### src/rtl/tlp_route_pkg.sv
package tlp_route_pkg;
    typedef enum logic [1:0] {
        SCH_ADDR     = 2'd0,
        SCH_ID       = 2'd1,
        SCH_IMPLICIT = 2'd2
    } scheme_e;

    typedef enum logic [1:0] {
        TGT_LOCAL = 2'd0,
        TGT_DOWN  = 2'd1,
        TGT_UP    = 2'd2,
        TGT_BCAST = 2'd3
    } target_e;

    typedef enum logic [2:0] {
        K_MEM, K_IO, K_CFG_LOCAL, K_CFG_FWD, K_CPL, K_MSG, K_BAD
    } kind_e;

    typedef enum logic [2:0] {
        MC_TO_ROOT  = 3'b000,
        MC_BY_ADDR  = 3'b001,
        MC_BY_ID    = 3'b010,
        MC_BCAST    = 3'b011,
        MC_LOCAL    = 3'b100,
        MC_GATHER   = 3'b101,
        MC_RSVD6    = 3'b110,
        MC_RSVD7    = 3'b111
    } msg_code_e;

    typedef struct packed {
        scheme_e scheme;
        target_e target;
        logic    to_type0;
        logic    err;
    } route_res_t;
endpackage

### src/rtl/trc_type_decode.sv
module trc_type_decode
    import tlp_route_pkg::*;
(
    input  logic [7:0] kind_byte,
    output kind_e      kind,
    output logic       wide_addr,
    output msg_code_e  msg_code
);
    always_comb begin
        wide_addr = kind_byte[5];
        msg_code  = msg_code_e'(kind_byte[2:0]);
        if (kind_byte[7]) begin
            kind = K_BAD;
        end else begin
            casez (kind_byte[4:0])
                5'b0000?: kind = K_MEM;
                5'b00010: kind = K_IO;
                5'b00100: kind = K_CFG_LOCAL;
                5'b00101: kind = K_CFG_FWD;
                5'b0101?: kind = K_CPL;
                5'b10???: kind = K_MSG;
                default:  kind = K_BAD;
            endcase
        end
    end
endmodule

### src/rtl/trc_window_match.sv
module trc_window_match #(
    parameter int W = 64
) (
    input  logic [W-1:0] value,
    input  logic [W-1:0] lo,
    input  logic [W-1:0] hi,
    output logic         hit
);
    logic ge_lo;
    logic le_hi;
    assign ge_lo = (value >= lo);
    assign le_hi = (value <= hi);
    assign hit   = ge_lo && le_hi;
endmodule

### src/rtl/trc_id_match.sv
module trc_id_match #(
    parameter int ID_W  = 16,
    parameter int BUS_W = 8
) (
    input  logic [ID_W-1:0]  id,
    input  logic [ID_W-1:0]  own,
    input  logic [BUS_W-1:0] sec,
    input  logic [BUS_W-1:0] sub,
    output logic             is_self,
    output logic             bus_is_sec,
    output logic             bus_below_sec,
    output logic             bus_in_span
);
    logic [BUS_W-1:0] bus;
    assign bus           = id[ID_W-1 -: BUS_W];
    assign is_self       = (id == own);
    assign bus_is_sec    = (bus == sec);
    assign bus_below_sec = (bus > sec) && (bus <= sub);
    assign bus_in_span   = (bus >= sec) && (bus <= sub);
endmodule

### src/rtl/trc_route_fsm.sv
module trc_route_fsm
    import tlp_route_pkg::*;
(
    input  logic       clk,
    input  logic       rst_n,
    input  logic       in_valid,
    output logic       in_ready,
    input  route_res_t res_in,
    output logic       out_valid,
    input  logic       out_ready,
    output route_res_t res_out
);
    typedef enum logic {ST_EMPTY = 1'b0, ST_FULL = 1'b1} state_e;

    state_e state_q;
    state_e state_d;
    logic   accept;

    assign in_ready  = (state_q == ST_EMPTY) || out_ready;
    assign accept    = in_valid && in_ready;
    assign out_valid = (state_q == ST_FULL);

    always_comb begin
        state_d = state_q;
        unique case (state_q)
            ST_EMPTY: if (accept) state_d = ST_FULL;            // ACCEPT / IDLE
            ST_FULL:  if (out_ready && !accept) state_d = ST_EMPTY; // DRAIN / PASS / HOLD
            default:  state_d = ST_EMPTY;
        endcase
    end

    always_ff @(posedge clk) begin
        if (!rst_n) state_q <= ST_EMPTY;
        else        state_q <= state_d;
    end

    always_ff @(posedge clk) begin
        if (!rst_n) begin
            res_out <= '{scheme: SCH_IMPLICIT, target: TGT_LOCAL, to_type0: 1'b0, err: 1'b0};
        end else if (accept) begin
            res_out <= res_in;
        end
    end
endmodule

### src/rtl/tlp_route_classifier.sv
module tlp_route_classifier
    import tlp_route_pkg::*;
#(
    parameter int DW_W  = 32,
    parameter int ID_W  = 16,
    parameter int BUS_W = 8
) (
    input  logic              clk,
    input  logic              rst_n,
    input  logic              in_valid,
    output logic              in_ready,
    input  logic [7:0]        hdr_kind,
    input  logic [DW_W-1:0]   hdr_dw2,
    input  logic [DW_W-1:0]   hdr_dw3,
    input  logic [ID_W-1:0]   own_id,
    input  logic [2*DW_W-1:0] mem_base,
    input  logic [2*DW_W-1:0] mem_limit,
    input  logic [DW_W-1:0]   io_base,
    input  logic [DW_W-1:0]   io_limit,
    input  logic [BUS_W-1:0]  sec_bus,
    input  logic [BUS_W-1:0]  sub_bus,
    output logic              out_valid,
    input  logic              out_ready,
    output logic [1:0]        out_scheme,
    output logic [1:0]        out_target,
    output logic              out_to_type0,
    output logic              out_err
);
    localparam int ADDR_W = 2 * DW_W;

    kind_e             kind;
    logic              wide_addr;
    msg_code_e         msg_code;
    logic [ADDR_W-1:0] mem_addr;
    logic [ID_W-1:0]   tgt_id;
    logic              mem_hit;
    logic              io_hit;
    logic              id_self;
    logic              id_is_sec;
    logic              id_below_sec;
    logic              id_in_span;
    route_res_t        res_d;
    route_res_t        res_q;

    trc_type_decode u_dec (
        .kind_byte (hdr_kind),
        .kind      (kind),
        .wide_addr (wide_addr),
        .msg_code  (msg_code)
    );

    assign mem_addr = wide_addr ? {hdr_dw2, hdr_dw3} : {{DW_W{1'b0}}, hdr_dw2};
    assign tgt_id   = hdr_dw2[DW_W-1 -: ID_W];

    trc_window_match #(.W(ADDR_W)) u_mem_win (
        .value (mem_addr),
        .lo    (mem_base),
        .hi    (mem_limit),
        .hit   (mem_hit)
    );

    trc_window_match #(.W(DW_W)) u_io_win (
        .value (hdr_dw2),
        .lo    (io_base),
        .hi    (io_limit),
        .hit   (io_hit)
    );

    trc_id_match #(.ID_W(ID_W), .BUS_W(BUS_W)) u_id (
        .id            (tgt_id),
        .own           (own_id),
        .sec           (sec_bus),
        .sub           (sub_bus),
        .is_self       (id_self),
        .bus_is_sec    (id_is_sec),
        .bus_below_sec (id_below_sec),
        .bus_in_span   (id_in_span)
    );

    function automatic route_res_t by_id(input logic self, input logic span);
        route_res_t r;
        r = '{scheme: SCH_ID, target: TGT_UP, to_type0: 1'b0, err: 1'b0};
        if (self)      r.target = TGT_LOCAL;
        else if (span) r.target = TGT_DOWN;
        return r;
    endfunction

    function automatic route_res_t by_addr(input logic hit);
        route_res_t r;
        r = '{scheme: SCH_ADDR, target: (hit ? TGT_DOWN : TGT_UP), to_type0: 1'b0, err: 1'b0};
        return r;
    endfunction

    always_comb begin
        res_d = '{scheme: SCH_IMPLICIT, target: TGT_LOCAL, to_type0: 1'b0, err: 1'b0};
        unique case (kind)
            K_MEM:       res_d = by_addr(mem_hit);
            K_IO:        res_d = by_addr(io_hit);
            K_CFG_LOCAL: res_d.scheme = SCH_ID;
            K_CFG_FWD: begin
                res_d.scheme = SCH_ID;
                if (id_is_sec) begin
                    res_d.target   = TGT_DOWN;
                    res_d.to_type0 = 1'b1;
                end else if (id_below_sec) begin
                    res_d.target = TGT_DOWN;
                end else begin
                    res_d.target = TGT_UP;
                end
            end
            K_CPL:       res_d = by_id(id_self, id_in_span);
            K_MSG: begin
                unique case (msg_code)
                    MC_TO_ROOT: res_d.target = TGT_UP;
                    MC_BY_ADDR: res_d = by_addr(mem_hit);
                    MC_BY_ID:   res_d = by_id(id_self, id_in_span);
                    MC_BCAST:   res_d.target = TGT_BCAST;
                    MC_LOCAL:   res_d.target = TGT_LOCAL;
                    MC_GATHER:  res_d.target = TGT_UP;
                    MC_RSVD6,
                    MC_RSVD7:   res_d.err = 1'b1;
                    default:    res_d.err = 1'b1;
                endcase
            end
            K_BAD:       res_d.err = 1'b1;
            default:     res_d.err = 1'b1;
        endcase
    end

    trc_route_fsm u_fsm (
        .clk       (clk),
        .rst_n     (rst_n),
        .in_valid  (in_valid),
        .in_ready  (in_ready),
        .res_in    (res_d),
        .out_valid (out_valid),
        .out_ready (out_ready),
        .res_out   (res_q)
    );

    assign out_scheme   = res_q.scheme;
    assign out_target   = res_q.target;
    assign out_to_type0 = res_q.to_type0;
    assign out_err      = res_q.err;
endmodule

### config.mk
export PLATFORM = sky130hd
export DESIGN_NAME = tlp_route_classifier
export DESIGN_NICKNAME = d
export VERILOG_FILES = /design/src/rtl/tlp_route_pkg.sv /design/src/rtl/trc_type_decode.sv /design/src/rtl/trc_window_match.sv /design/src/rtl/trc_id_match.sv /design/src/rtl/trc_route_fsm.sv /design/src/rtl/tlp_route_classifier.sv
export SDC_FILE = /design/constraint.sdc
export NUM_CORES = 1
export LEC_CHECK = 0
export ABC_AREA = 0
export BUFFER_PORTS_ARGS = -buffer_cell sky130_fd_sc_hd__buf_2
export CORE_AREA = 2 2 118 120
export CTS_CLUSTER_SIZE = 24
export DETAILED_ROUTE_END_ITERATION = 8
export DIE_AREA = 0 0 120 122
export GPL_ROUTABILITY_DRIVEN = 0
export GPL_TIMING_DRIVEN = 1
export HOLD_SLACK_MARGIN = 0.08
export PLACE_DENSITY = 0.87
export SETUP_SLACK_MARGIN = 0.02
export SYNTH_ARGS = -nofsm -noshare
export SYNTH_HDL_FRONTEND = slang
export SYNTH_HIERARCHICAL = 1
export SYNTH_SLANG_ARGS = --single-unit
### constraint.sdc
create_clock -name clk -period 9.3 [get_ports clk]
set_clock_uncertainty 0.05 [all_clocks]
set_input_delay 1.86 -clock clk [delete_from_list [all_inputs] [get_ports clk]]
set_output_delay 1.86 -clock clk [all_outputs]
set_load 0.02 [all_outputs]
==> results.md, run 1 <==
* TritonCTS clock tree: built
* Top-level I/O count at 308
* Number of post-CTS setup repair buffers at 0
* Critical R2R Capture: u_fsm/res_out[5]
* List of most frequent post-synthesis cells: sky130_fd_sc_hd__inv_1 (219), sky130_fd_sc_hd__ha_1 (208), sky130_fd_sc_hd__a21oi_1 (80)
* Level count of the clock H-tree at 1
* Netlist area before placement at around 6600 um2
* Simple-gate portion of the synthesized area at 18.99%
* Placed wire-length estimate at 19,720 um
* Vias per Instance at 5.447
* Final routed wirelength across all metal layers at 22,410 um
* Largest net degree at the start of global routing at 35
* Number of global-route vias before repair at approximately 7,500
* GRT Util Overall at 29.72%
* Maximum buffer depth of the clock tree at 2
* Instance count of the mapped netlist at between 900 and 1,000
* Cell chain of the critical path: buf_2, buf_4, mux2_2, ha_1, a21oi_1, nor2_1, a211oi_1, o21ai_0, a2111oi_0, o211ai_1, a32oi_1, mux2_4, a211oi_2, o22ai_1, nand2_1, mux2i_1
* Slowest Stage Delay on Critical Path at 0.55 ns
* Share of cells above drive strength 1 at between 20% and 30%
* Crit-path slowest cell: sky130_fd_sc_hd__a2111oi_0
* Cell count along the critical path at 16
* Top cell type by total area after synthesis: sky130_fd_sc_hd__ha_1
* Number of synthesized flops with an enable pin at 0
* Arrival time at the worst endpoint at 6.28 ns
* Fraction of the mapped netlist area in compound gates at roughly 17%
* WHS at around 0.42 ns
* Share of synthesized area spent on multiplexers at 6.444%
* Antenna Nets Post-Route at 0
* Most repeated cell in the gate-level netlist after synthesis: sky130_fd_sc_hd__inv_1
* RSZ-0062 raised after global routing: false
* Count of standard-cell rows at 43
* WP data required at 9.40 ns
* Area of the core at 13,500 um2
* Adder-cell share of the synthesized area at 39.42%
* Detailed Routing Iterations Pass 1 at 5
* Growth of design area from synthesis to finish at 26.90%
* Total congestion overflow at 0
* Pin slew with the least headroom to its limit at 0.7032 ns
* Starting utilization of the core area at 48.88%
* Combinational group share of total power at a little under 80%
* Per-instance average area after synthesis at 7.286 um2
* Power share of the sequential group at 7.1%
* Clock Latency Late Sink at 0.23 ns
* Pleak at 5.077 nW
* Number of cells on the worst reg-to-reg path at 3
* Fill cell total of the finished layout at 1,196
* Class of the most critical setup path: input port to register
* Sw Ratio at 45.03%
* Netlist cell types at just under 70
* Number of buffers inserted during clock tree synthesis at 3
* Synthesized netlist net count at 1,414
* Cell Int Power at approximately 0.25 mW
* Portion of total power attributed to the clock network at 15.6%
* Total of buffers placed on input and output ports at 306
* Cell Pwr Density at 55.31 nW/um2
* PostCTS Resize Cnt at 0
* Worst setup SP type: input port
* Num Clock Sinks at 7
* Routed wire per std cell at 16.14 um
* Maximum fanout along the worst path at 34
* Overall via count from detail_route at 7,561
* Number of hold buffers added after cts at 0
* Count of max-cap constraint violations at 0
* Share of the clock period used by the worst path at 66.50%
* Sequential element share of the synthesized area at 2.123%
* Synth Area in XOR/XNOR at 2.255%
* Setup TNS at 0 ns
* Global-route wire length before repair at 34,640 um
* DRC marker count from the first detailed-route iteration at 378
* Top cells by area in the synthesized netlist: sky130_fd_sc_hd__ha_1 (39%), sky130_fd_sc_hd__inv_1 (12%), sky130_fd_sc_hd__a21oi_1 (6.1%)
* Number of buffers and inverters on the critical path at 2
* Fraction of synthesis flops using an asynchronous set or reset pin at 0%
* Total die area at 14,640 um2
* Clock slew seen by the registers of the worst setup and hold paths at 0.03 ns
* Final layout net count at 1,714
* Slew headroom at a little over half
* Power spent charging and discharging nets at around 0.21 mW
* Drc violations at 0
* Peak supply drop at between 30 and 40 uV
* Hold Path Depth at 1
* Main combinational cell family by area after synthesis: adder cells
* Flip-flop and latch count after synthesis at 7
* Count of warnings emitted by yosys at 6
* Reg-to-reg critical path startpoint: u_fsm/out_valid
* Flip-flop cell with the highest count after synthesis: sky130_fd_sc_hd__dfxtp_1
* Origin of the worst setup path: hdr_kind[5]
* Overall power of the completed layout at 0.4634 mW
* Cell family contributing the most delay on the critical path: compound AO/OA/AOI/OAI gates
* Status: finished, final reports clean
* Antenna violations before repair at 7
* Die Wd at 120 um
* Classification of the worst-slack hold path: register to register
* Final count of pins violating max slew at 0
* Vertical die dimension at 122 um
* Root buffer selected by CTS: sky130_fd_sc_hd__clkbuf_16
* Final number of setup-violating endpoints at 0
* Area fraction of the dominant cell type after synthesis at 39.42%
* Peak Freq at about 160 MHz
* Final Hold Vio Count at 0
* R2R Setup Slk at 8.25 ns
* Kind of end point of the critical path: register
* Time the worst path needs with I/O delays and setup at 6.184 ns
* End point of the critical path: u_fsm/res_out[2]
-- logic make-up (layout without fill, tap and decap cells) --
| group | after synthesis | in the layout |
|---|---|---|
| XOR/XNOR | 17 | 17 |
| AND/OR/NAND/NOR | 223 | 223 |
| flip-flops | 7 | 7 |
| multiplexers | 38 | 38 |
| adder cells (fa/ha/maj) | 208 | 208 |
| other | 0 | 3 |
| AO/OA/AOI/OAI | 181 | 181 |
| buffers and inverters | 232 | 531 |
-- area by class of cell --
type / count / area [um2] / share of cell area [%]
Multi-Input combinational cell: 667 / 5557 / 66.33
Timing Repair Buffer: 308 / 1546 / 18.46
Inverter: 219 / 822.0 / 9.813
Tap cell: 180 / 225.2 / 2.689
Sequential cell: 7 / 140.1 / 1.673
Clock buffer: 4 / 78.83 / 0.9410
Antenna cell: 3 / 7.507 / 0.08962
-- flip-flops by register name, indices dropped and copies added (netlist names) --
| name | count |
|---|---|
| u_fsm/res_out | 6 |
| u_fsm/out_valid | 1 |
-- worst min path at each step --
stage	start	endpoint	slack, ns
2_1_floorplan	u_fsm/res_out[4]	u_fsm/res_out[4]	0.49
3_3_place_gp	u_fsm/res_out[1]	u_fsm/res_out[1]	0.39
3_5_place_dp	u_fsm/res_out[1]	u_fsm/res_out[1]	0.40
4_1_cts	u_fsm/res_out[5]	u_fsm/res_out[5]	0.42
5_1_grt	u_fsm/res_out[5]	u_fsm/res_out[5]	0.44
6_report	u_fsm/res_out[5]	u_fsm/res_out[5]	0.42
-- worst register-to-register path: stages, from the launching register on --
cell                       delay (ns)
sky130_fd_sc_hd__dfxtp_1         0.37
sky130_fd_sc_hd__nand2b_4        0.09
sky130_fd_sc_hd__and3_4          0.18
sky130_fd_sc_hd__a211o_1         0.25
-- power by group through the flow --
stage / Clock (mW) / Combinational (mW) / Sequential [mW]
2_1_floorplan: 0 / 0.211 / 0.0353
3_3_place_gp: 0 / 0.336 / 0.0332
3_5_place_dp: 0 / 0.351 / 0.0333
4_1_cts: 0.0723 / 0.354 / 0.0329
5_1_grt: 0.0746 / 0.402 / 0.0330
6_report: 0.0722 / 0.358 / 0.0329
-- cell usage in the layout (no fill, tap or decap), types with 2 or more instances in the layout --
| cell | synthesis | final |
|---|---|---|
| sky130_fd_sc_hd__or3_1 | 2 | 2 |
| sky130_fd_sc_hd__nor3_1 | 6 | 6 |
| sky130_fd_sc_hd__buf_4 | 6 | 2 |
| sky130_fd_sc_hd__o211ai_1 | 5 | 5 |
| sky130_fd_sc_hd__a21oi_1 | 80 | 80 |
| sky130_fd_sc_hd__nand2b_1 | 5 | 5 |
| sky130_fd_sc_hd__nand2_1 | 65 | 65 |
| sky130_fd_sc_hd__clkbuf_16 | 0 | 3 |
| sky130_fd_sc_hd__buf_2 | 3 | 306 |
| sky130_fd_sc_hd__and4_1 | 3 | 3 |
| sky130_fd_sc_hd__o21a_1 | 3 | 3 |
| sky130_fd_sc_hd__nand3_1 | 16 | 16 |
| sky130_fd_sc_hd__xnor2_1 | 17 | 17 |
| sky130_fd_sc_hd__nor3_2 | 4 | 4 |
| sky130_fd_sc_hd__nand4bb_1 | 2 | 2 |
| sky130_fd_sc_hd__a31oi_1 | 3 | 3 |
| sky130_fd_sc_hd__mux2i_1 | 5 | 5 |
| sky130_fd_sc_hd__nand4_1 | 36 | 36 |
| sky130_fd_sc_hd__a2111oi_0 | 3 | 3 |
| sky130_fd_sc_hd__inv_1 | 219 | 219 |
| sky130_fd_sc_hd__o21ai_0 | 35 | 35 |
| sky130_fd_sc_hd__ha_1 | 208 | 208 |
| sky130_fd_sc_hd__a21o_1 | 12 | 12 |
| sky130_fd_sc_hd__a311oi_1 | 2 | 2 |
| sky130_fd_sc_hd__mux2_2 | 24 | 24 |
| sky130_fd_sc_hd__mux2_1 | 8 | 8 |
| sky130_fd_sc_hd__a211oi_1 | 8 | 8 |
| sky130_fd_sc_hd__and2_1 | 33 | 33 |
| sky130_fd_sc_hd__nor2b_1 | 8 | 8 |
| sky130_fd_sc_hd__nor2_1 | 20 | 20 |
| sky130_fd_sc_hd__a221oi_1 | 9 | 9 |
| sky130_fd_sc_hd__a221o_1 | 2 | 2 |
| sky130_fd_sc_hd__dfxtp_1 | 7 | 7 |
| sky130_fd_sc_hd__nor4_1 | 7 | 7 |
| sky130_fd_sc_hd__or4_4 | 2 | 2 |
| sky130_fd_sc_hd__diode_2 | 0 | 3 |
| sky130_fd_sc_hd__o2111ai_1 | 3 | 3 |
-- per-stage QoR --
stage          instances  util (%)  setup slack, ns  cell area [um2]
2_1_floorplan        906         -            4.068             6601
3_3_place_gp        1381     61.39            3.113             8290
3_5_place_dp        1381     61.39            3.029             8290
4_1_cts             1385     61.98            3.211             8369
5_1_grt             1388     62.03            2.934             8377
6_report            1388     62.03            3.116             8377
-- per-layer routing --
layer,GRT usage [%],vias up,share of wire [%]
met5,0,-,0.18
met4,13.68,6,4.6
met3,4.916,75,7.1
met2,58.24,340,50
met1,30.56,3380,38
li1,-,3760,-
(Power assumes the default switching activity.)
==> run 2: changes to the inputs <==
Settings changed: ABC_AREA 0 to 1, CORE_AREA 2 2 118 120 to not set, CORE_ASPECT_RATIO set to 2, CORE_MARGIN set to 2, CORE_UTILIZATION set to 51, DIE_AREA 0 0 120 122 to not set, PLACE_DENSITY 0.87 to 0.88.
Clock period 9.3 ns to 5.72 ns, I/O delays scaled along.
==> run 2 against run 1 <==
Against the previous run:
- routed wire length is 5.9% higher
- highest routed layer is now met4
- non-clock buffer count stayed put
- synthesized cell count is 29% higher
==> results.md, run 2 <==
* List of most frequent post-synthesis cells: sky130_fd_sc_hd__inv_1 (311), sky130_fd_sc_hd__nand2_1 (277), sky130_fd_sc_hd__ha_1 (208)
* Reg-to-reg critical path startpoint: u_fsm/out_valid
* Slowest Stage Delay on Critical Path at 0.41 ns (-0.14 ns)
* Root buffer selected by CTS: sky130_fd_sc_hd__clkbuf_16
* Number of synthesized flops with an enable pin at 0 (unchanged)
* Pin slew with the least headroom to its limit at 0.5413 ns (-0.1619 ns)
* Largest reg by FF count: u_fsm/res_out
* Number of buffers inserted during clock tree synthesis at 3 (unchanged)
* Per-instance average area after synthesis at 6.206 um2 (-15%)
* Top cell type by total area after synthesis: sky130_fd_sc_hd__ha_1
* Total die area at 15,270 um2 (+4.3%)
* CP dominant cell by count: sky130_fd_sc_hd__nand2_1
* Number of hold buffers added after cts at 0 (unchanged)
* Largest net degree at the start of global routing at 33 (-5.7%)
* Cell family contributing the most delay on the critical path: buffers and inverters
* Detailed Routing Iterations Pass 1 at 5 (unchanged)
* Share of the clock period used by the worst path at 72.64%
* Drc violations at 0 (unchanged)
* Clock Latency Late Sink at 0.23 ns (about the same)
* Status: finished, final reports clean
* Final routed wirelength across all metal layers at 23,730 um (+5.9%)
* Flip-flop and latch count after synthesis at 7 (unchanged)
* Count of warnings emitted by yosys at 6 (unchanged)
* Number of cells on the worst reg-to-reg path at 3 (unchanged)
* Level count of the clock H-tree at 1 (unchanged)
* Final Hold Vio Count at 0 (unchanged)
* Top-level I/O count at 308 (unchanged)
* Top library cells by usage in the layout, fill and taps aside: sky130_fd_sc_hd__inv_1 (311), sky130_fd_sc_hd__buf_2 (306), sky130_fd_sc_hd__nand2_1 (277)
* Total congestion overflow at 0 (unchanged)
* Length of routed met2 wiring at 12,850 um (+14%)
* Worst Hold Path EP: u_fsm/res_out[5]
* Number of global-route vias before repair at 8,485 (+13%)
* Vertical die dimension at 172.7 um (+42%)
* Cell chain of the critical path: buf_2, buf_4, mux2_4, ha_1, a21oi_1, nor2_1, nor2_1, nand3_1, a21oi_1, nand2_1, nand2_1, nand2_1, nand2_1, nand2_1, inv_1, inv_1, nand2_1, nand2_1, nor2_1, nand2_1, inv_1, nand3_2, nand2_1, nor2_1
* Cell area after layout at 8974 um2 (+7.1%)
* Die Wd at 88.37 um (-26%)
* Global-route wire length before repair at 36,110 um (+4.3%)
* Most common library cell in the layout ignoring fill and taps: sky130_fd_sc_hd__inv_1
* Antenna Nets Post-Route at 0 (unchanged)
* Fraction of synthesis flops using an asynchronous set or reset pin at 0% (unchanged)
* Most repeated cell in the gate-level netlist after synthesis: sky130_fd_sc_hd__inv_1
* Top Layer Used: met4
* Area fraction of the dominant cell type after synthesis at 35.84% (-3.6 points)
* Vias per Instance at 5.090 (-6.6%)
* Pleak at 6.166 nW (+21%)
* Overall via count from detail_route at 8,445 (+12%)
* Peak supply drop at 67.06 uV (+88%)
* Fill cell total of the finished layout at 1,279 (+6.9%)
* Flip-flop cell with the highest count after synthesis: sky130_fd_sc_hd__dfxtp_1
* Clock slew seen by the registers of the worst setup and hold paths at 0.03 ns (about the same)
* Sequential element share of the synthesized area at 1.930% (-0.19 points)
* Worst setup SP type: input port
* Antenna violations before repair at 2 (-5)
* Setup TNS at 0 ns (unchanged)
* Share of cells above drive strength 1 at 25.07% (-4.1 points)
* Slew headroom at 63.41% (+11 points)
* Top cells by area in the synthesized netlist: sky130_fd_sc_hd__ha_1 (36%), sky130_fd_sc_hd__inv_1 (16%), sky130_fd_sc_hd__nand2_1 (14%)
* Placed cell areas at 8890 um2 (+7.2%)
* Maximum fanout along the worst path at 18 (-47%)
* Final number of setup-violating endpoints at 0 (unchanged)
* R2R Setup Slk at 4.77 ns (-3.48 ns)
* Met1 wire length at 7692 um (-8.9%)
* Startpoint of the lowest-slack hold path: u_fsm/res_out[5]
* Routed wire per std cell at 14.31 um (-11%)
* Met3 wire length at 1528 um (-4.1%)
* Cell Pwr Density at 89.33 nW/um2 (+61%)
* Final layout net count at 1,977 (+15%)
* Arrival time at the worst endpoint at 4.22 ns (-2.06 ns)
* RSZ-0062 raised after global routing: false
* Placement-stage worst setup slack at 1.308 ns (-1.721 ns)
* Number of buffers and inverters on the critical path at 5 (+3)
* Num Clock Sinks at 7 (unchanged)
* Placed wire-length estimate at 21,160 um (+7.3%)
* Crit-path slowest cell: sky130_fd_sc_hd__buf_2
* PostCTS Resize Cnt at 0 (unchanged)
* Kind of end point of the critical path: register
* Max reg flops at 6 (unchanged)
* Hold Path Depth at 2 (+1)
* Peak Freq at roughly 240 MHz
* Starting utilization of the core area at 52.27% (+3.4 points)
* Classification of the worst-slack hold path: register to register
* Count of standard-cell rows at 61 (+42%)
* Number of post-CTS setup repair buffers at 0 (unchanged)
* Netlist area before placement at 7261 um2 (+10%)
* Growth of design area from synthesis to finish at 23.59%
* Maximum buffer depth of the clock tree at 2 (unchanged)
* Count of max-cap constraint violations at 0 (unchanged)
* DRC marker count from the first detailed-route iteration at 256 (-32%)
* Class of the most critical setup path: input port to register
* Instance count of the mapped netlist at 1,170 (+29%)
* TritonCTS clock tree: built
* Post-layout util at 64.60% (+2.6 points)
* Final setup slack of the worst path at 1.565 ns (-1.551 ns)
* Netlist cell types at 39 (-43%)
* GRT Util Overall at 29.70% (about the same)
* Area of the core at 13,890 um2 (+2.9%)
* WP data required at 5.78 ns (-3.62 ns)
* Final count of pins violating max slew at 0 (unchanged)
* Total of buffers placed on input and output ports at 306 (unchanged)
* Time the worst path needs with I/O delays and setup at around 4.2 ns
* Critical R2R Capture: u_fsm/res_out[3]
* Synthesized netlist net count at 1,678 (+19%)
run 2: changes by cell type in the layout (fill, tap and decap cells not counted), sizes merged, moves of 9 or more:
cell    before  now
nand4       37   20
a211oi       9    0
nand2       66  281
a21oi       81  100
nand3       16   41
inv        219  314
and2        34    1
o21ai       35   21
a221oi       9    0
nor2b        9    0
nor2        20   85
run 2: cell families after synthesis:
kind of cell | synth area share (%)
xor gates and xnor gates | 1.448
AOI/OAI and AO/OA | 10.10
and+or+nand+nor | 26.02
adders and majority gates | 35.84
buffers and inverters | 18.40
DFF | 1.930
muxes | 6.255
run 2: area by class of cell:
class                           instances  area, um2  share of cell area, %
Clock buffer                            4      78.83                 0.8784
Antenna cell                            2      5.005                0.05577
Sequential cell                         7      140.1                  1.562
Tap cell                              189      236.5                  2.635
Multi-Input combinational cell        834       5784                  64.46
Inverter                              315       1182                  13.18
Timing Repair Buffer                  308       1546                  17.23
run 2: report_power, final:
group / internal [mW] / switching, mW / total [mW]
Sequential: 0.0529 / 0.00178 / 0.0547
Combinational: 0.278 / 0.351 / 0.629
Clock: 0.0926 / 0.0253 / 0.118
run 2: worst register-to-register path: stages (launching register included):
cell,delay [ns]
sky130_fd_sc_hd__dfxtp_1,0.34
sky130_fd_sc_hd__nand2_2,0.19
sky130_fd_sc_hd__a21oi_1,0.20
sky130_fd_sc_hd__nor2_1,0.07
run 2: worst max path at each step:
| stage | depth (start not counted) | startpoint | end |
|---|---|---|---|
| 2_1_floorplan | 21 | hdr_kind[5] | u_fsm/res_out[3] |
| 3_3_place_gp | 24 | hdr_kind[5] | u_fsm/res_out[3] |
| 3_5_place_dp | 22 | hdr_kind[5] | u_fsm/res_out[3] |
| 4_1_cts | 22 | hdr_kind[5] | u_fsm/res_out[3] |
| 5_1_grt | 24 | hdr_kind[5] | u_fsm/res_out[3] |
| 6_report | 24 | hdr_kind[5] | u_fsm/res_out[3] |
run 2: metrics by stage:
step                      cells  power (mW)  hold WS [ns]
final                      1659      0.8016        0.4022
after global placement     1653      0.6495        0.3915
after detailed placement   1653      0.6775        0.4007
after CTS                  1657      0.7993        0.4103
after global routing       1659      0.8930        0.4615
after floorplan            1170      0.4514        0.4914
run 2: per-layer routing:
metal	GRT usage, %	up-vias
met5	0	-
met1	25.41	3677
met3	4.439	119
li1	-	4274
met4	18.31	0
met2	59.24	375
==> run 3: changes to the inputs <==
Settings changed: ABC_AREA 1 to 0, CORE_UTILIZATION 51 to 45, PLACE_DENSITY 0.88 to 0.84.
Clock period 5.72 ns to 3.5 ns, I/O delays scaled along.
==> run 3 against run 2 <==
Against the previous run:
- the run now ends with setup timing left
- die area up 2.9%
- count of clock-buffer cells in the layout unchanged
- register-to-register slack worse by 2.3 ns
- final cell count down 7.5%
- first-iteration DRC count up 11%
- global-route usage up 4.0 points
- critical endpoint is now u_fsm/res_out[2]
==> results.md, run 3 (synthesis gave the netlist of run 1 again) <==
* Number of hold buffers added after cts at 0 (unchanged)
* Cell Pwr Density at 153.1 nW/um2 (+71%)
* Peak Freq at 267.8 MHz
* Antenna violations before repair at 7 (+5)
* Root buffer selected by CTS: sky130_fd_sc_hd__clkbuf_16
* Placed wire-length estimate at 22,860 um (+8.1%)
* Antenna Nets Post-Route at 0 (unchanged)
* Maximum fanout along the worst path at 8 (-10)
* Drc violations at 0 (unchanged)
* Pin slew with the least headroom to its limit at 0.6147 ns (+0.07344 ns)
* Number of buffers inserted during clock tree synthesis at 3 (unchanged)
* Kind of end point of the critical path: register
* Num Clock Sinks at 7 (unchanged)
* Clock Latency Late Sink at 0.24 ns (about the same)
* WP data required at 3.62 ns (-2.16 ns)
* Starting utilization of the core area at 46.00% (-6.3 points)
* TritonCTS clock tree: built
* Final routed wirelength across all metal layers at 27,830 um (+17%)
* Arrival time at the worst endpoint at 3.85 ns (-0.37 ns)
* Class of the most critical setup path: input port to register
* Final count of pins violating max slew at 0 (unchanged)
* Growth of design area from synthesis to finish at 52.18%
* Time the worst path needs with I/O delays and setup at 3.735 ns
* Clock slew seen by the registers of the worst setup and hold paths at 0.04 ns (about the same)
* Worst setup SP type: input port
* Share of cells above drive strength 1 at 40.57% (+16 points)
* Max reg flops at 6 (unchanged)
* Cell family contributing the most delay on the critical path: simple AND/OR/NAND/NOR gates
* Largest reg by FF count: u_fsm/res_out
* Share of the clock period used by the worst path at 106.7%
* Final setup slack of the worst path at -0.2346 ns (-1.800 ns)
* Total of buffers placed on input and output ports at 306 (unchanged)
* Count of max-cap constraint violations at 0 (unchanged)
* Crit-path slowest cell: sky130_fd_sc_hd__or4_4
* Total die area at 15,710 um2 (+2.9%)
* Final layout net count at 1,845 (-6.7%)
* Classification of the worst-slack hold path: register to register
* Pleak at 5.873 nW (-4.7%)
* Most common library cell in the layout ignoring fill and taps: sky130_fd_sc_hd__buf_2
* WHS at 0.4225 ns (+0.02026 ns)
* DRC marker count from the first detailed-route iteration at 285 (+11%)
* Overall via count from detail_route at 8,442 (-0.036%)
* Top library cells by usage in the layout, fill and taps aside: sky130_fd_sc_hd__buf_2 (305), sky130_fd_sc_hd__inv_1 (219), sky130_fd_sc_hd__ha_1 (185)
* Largest net degree at the start of global routing at 15 (-55%)
* Total congestion overflow at 0 (unchanged)
* Maximum buffer depth of the clock tree at 2 (unchanged)
* Fill cell total of the finished layout at 1,133 (-11%)
* Status: complete, but fails checks
* Peak supply drop at 105.9 uV (+58%)
* Number of global-route vias before repair at 8,906 (+5.0%)
* Vias per Instance at 5.500 (+8.0%)
* Die Wd at 89.65 um (+1.4%)
* Cell chain of the critical path: buf_12, buf_12, buf_6, mux2_4, ha_4, nand4_1, or4_4, buf_6, or3_4, a32oi_4, buf_6, o2111ai_2, o22ai_1, nand2_1, mux2i_1
* Detailed Routing Iterations Pass 1 at 5 (unchanged)
* Global-route wire length before repair at 40,590 um (+12%)
* Final number of setup-violating endpoints at 2 (+2)
* Violated checks: setup timing
* Slew headroom at 58.98% (-4.4 points)
* Routed wire per std cell at 18.13 um (+27%)
* Final Hold Vio Count at 0 (unchanged)
* GRT Util Overall at 33.72% (+4.0 points)
* Slowest Stage Delay on Critical Path at 0.58 ns (+0.17 ns)
* Area of the core at 14,350 um2 (+3.3%)
* Post-layout util at 70.00% (+5.4 points)
* Vertical die dimension at 175.3 um (+1.5%)
* Top-level I/O count at 308 (unchanged)
* Count of standard-cell rows at 62 (+1.6%)
* RSZ-0062 raised after global routing: true
* CP dominant cell by count: sky130_fd_sc_hd__buf_6
* Number of buffers and inverters on the critical path at 5 (unchanged)
* Level count of the clock H-tree at 1 (unchanged)
-- run 3: path summary, 6_finish.rpt --
path	cells past startpoint	from	slack [ns]	end
max	15	hdr_kind[5]	-0.23	u_fsm/res_out[2]
min	2	u_fsm/res_out[0]	0.42	u_fsm/res_out[0]
max reg2reg	3	u_fsm/out_valid	2.45	u_fsm/res_out[5]
min reg2reg	2	u_fsm/res_out[0]	0.42	u_fsm/res_out[0]
-- run 3: routing by layer --
layer	part of all wire [%]	track usage [%]	vias to the layer above
met5	0	0	-
met4	9.1	26.55	0
met2	53	64.03	440
met1	31	28.65	3826
li1	-	-	4020
met3	6.4	5.498	156
-- run 3: power by group --
part | switching [mW] | internal (mW)
Sequential | 0.00303 | 0.0847
Clock | 0.0500 | 0.152
Combinational | 0.624 | 0.625
-- run 3: repair_timing --
item / in CTS / in global routing
endpoints found under the setup margin: 2 / 2
setup buffers: 8 / 1
pin swaps: 28 / 20
cloned: 2 / 0
resized for setup: 51 / 35
-- run 3: worst register-to-register path: stages, from the launching register on --
cell and delay (ns):
sky130_fd_sc_hd__dfxtp_1 0.37, sky130_fd_sc_hd__nand2b_4 0.08, sky130_fd_sc_hd__and3_4 0.18, sky130_fd_sc_hd__a211o_1 0.26
-- run 3: cell type report --
| cell class | instances | area (um2) | area share [%] |
|---|---|---|---|
| flip-flops and latches | 7 | 140.1 | 1.395 |
| clock buffers | 4 | 78.83 | 0.7847 |
| inverters | 219 | 822.0 | 8.183 |
| repair buffers | 439 | 2644 | 26.32 |
| diodes | 7 | 17.52 | 0.1744 |
| well taps | 192 | 240.2 | 2.391 |
| multi-input cells | 667 | 6103 | 60.75 |
-- run 3: per-stage QoR --
step | power (mW) | TNS [ns] | instance area, um2 | std cells | setup slack [ns]
floorplan | 0.6675 | -0.2900 | 6698 | 906 | -0.1545
global placement | 1.141 | -1.255 | 9306 | 1515 | -0.6357
detailed placement | 1.187 | -1.377 | 9306 | 1515 | -0.6915
CTS | 1.465 | -0.4552 | 9794 | 1529 | -0.2390
global route | 1.667 | -0.6234 | 10040 | 1534 | -0.3211
finish | 1.538 | -0.4669 | 10050 | 1535 | -0.2346
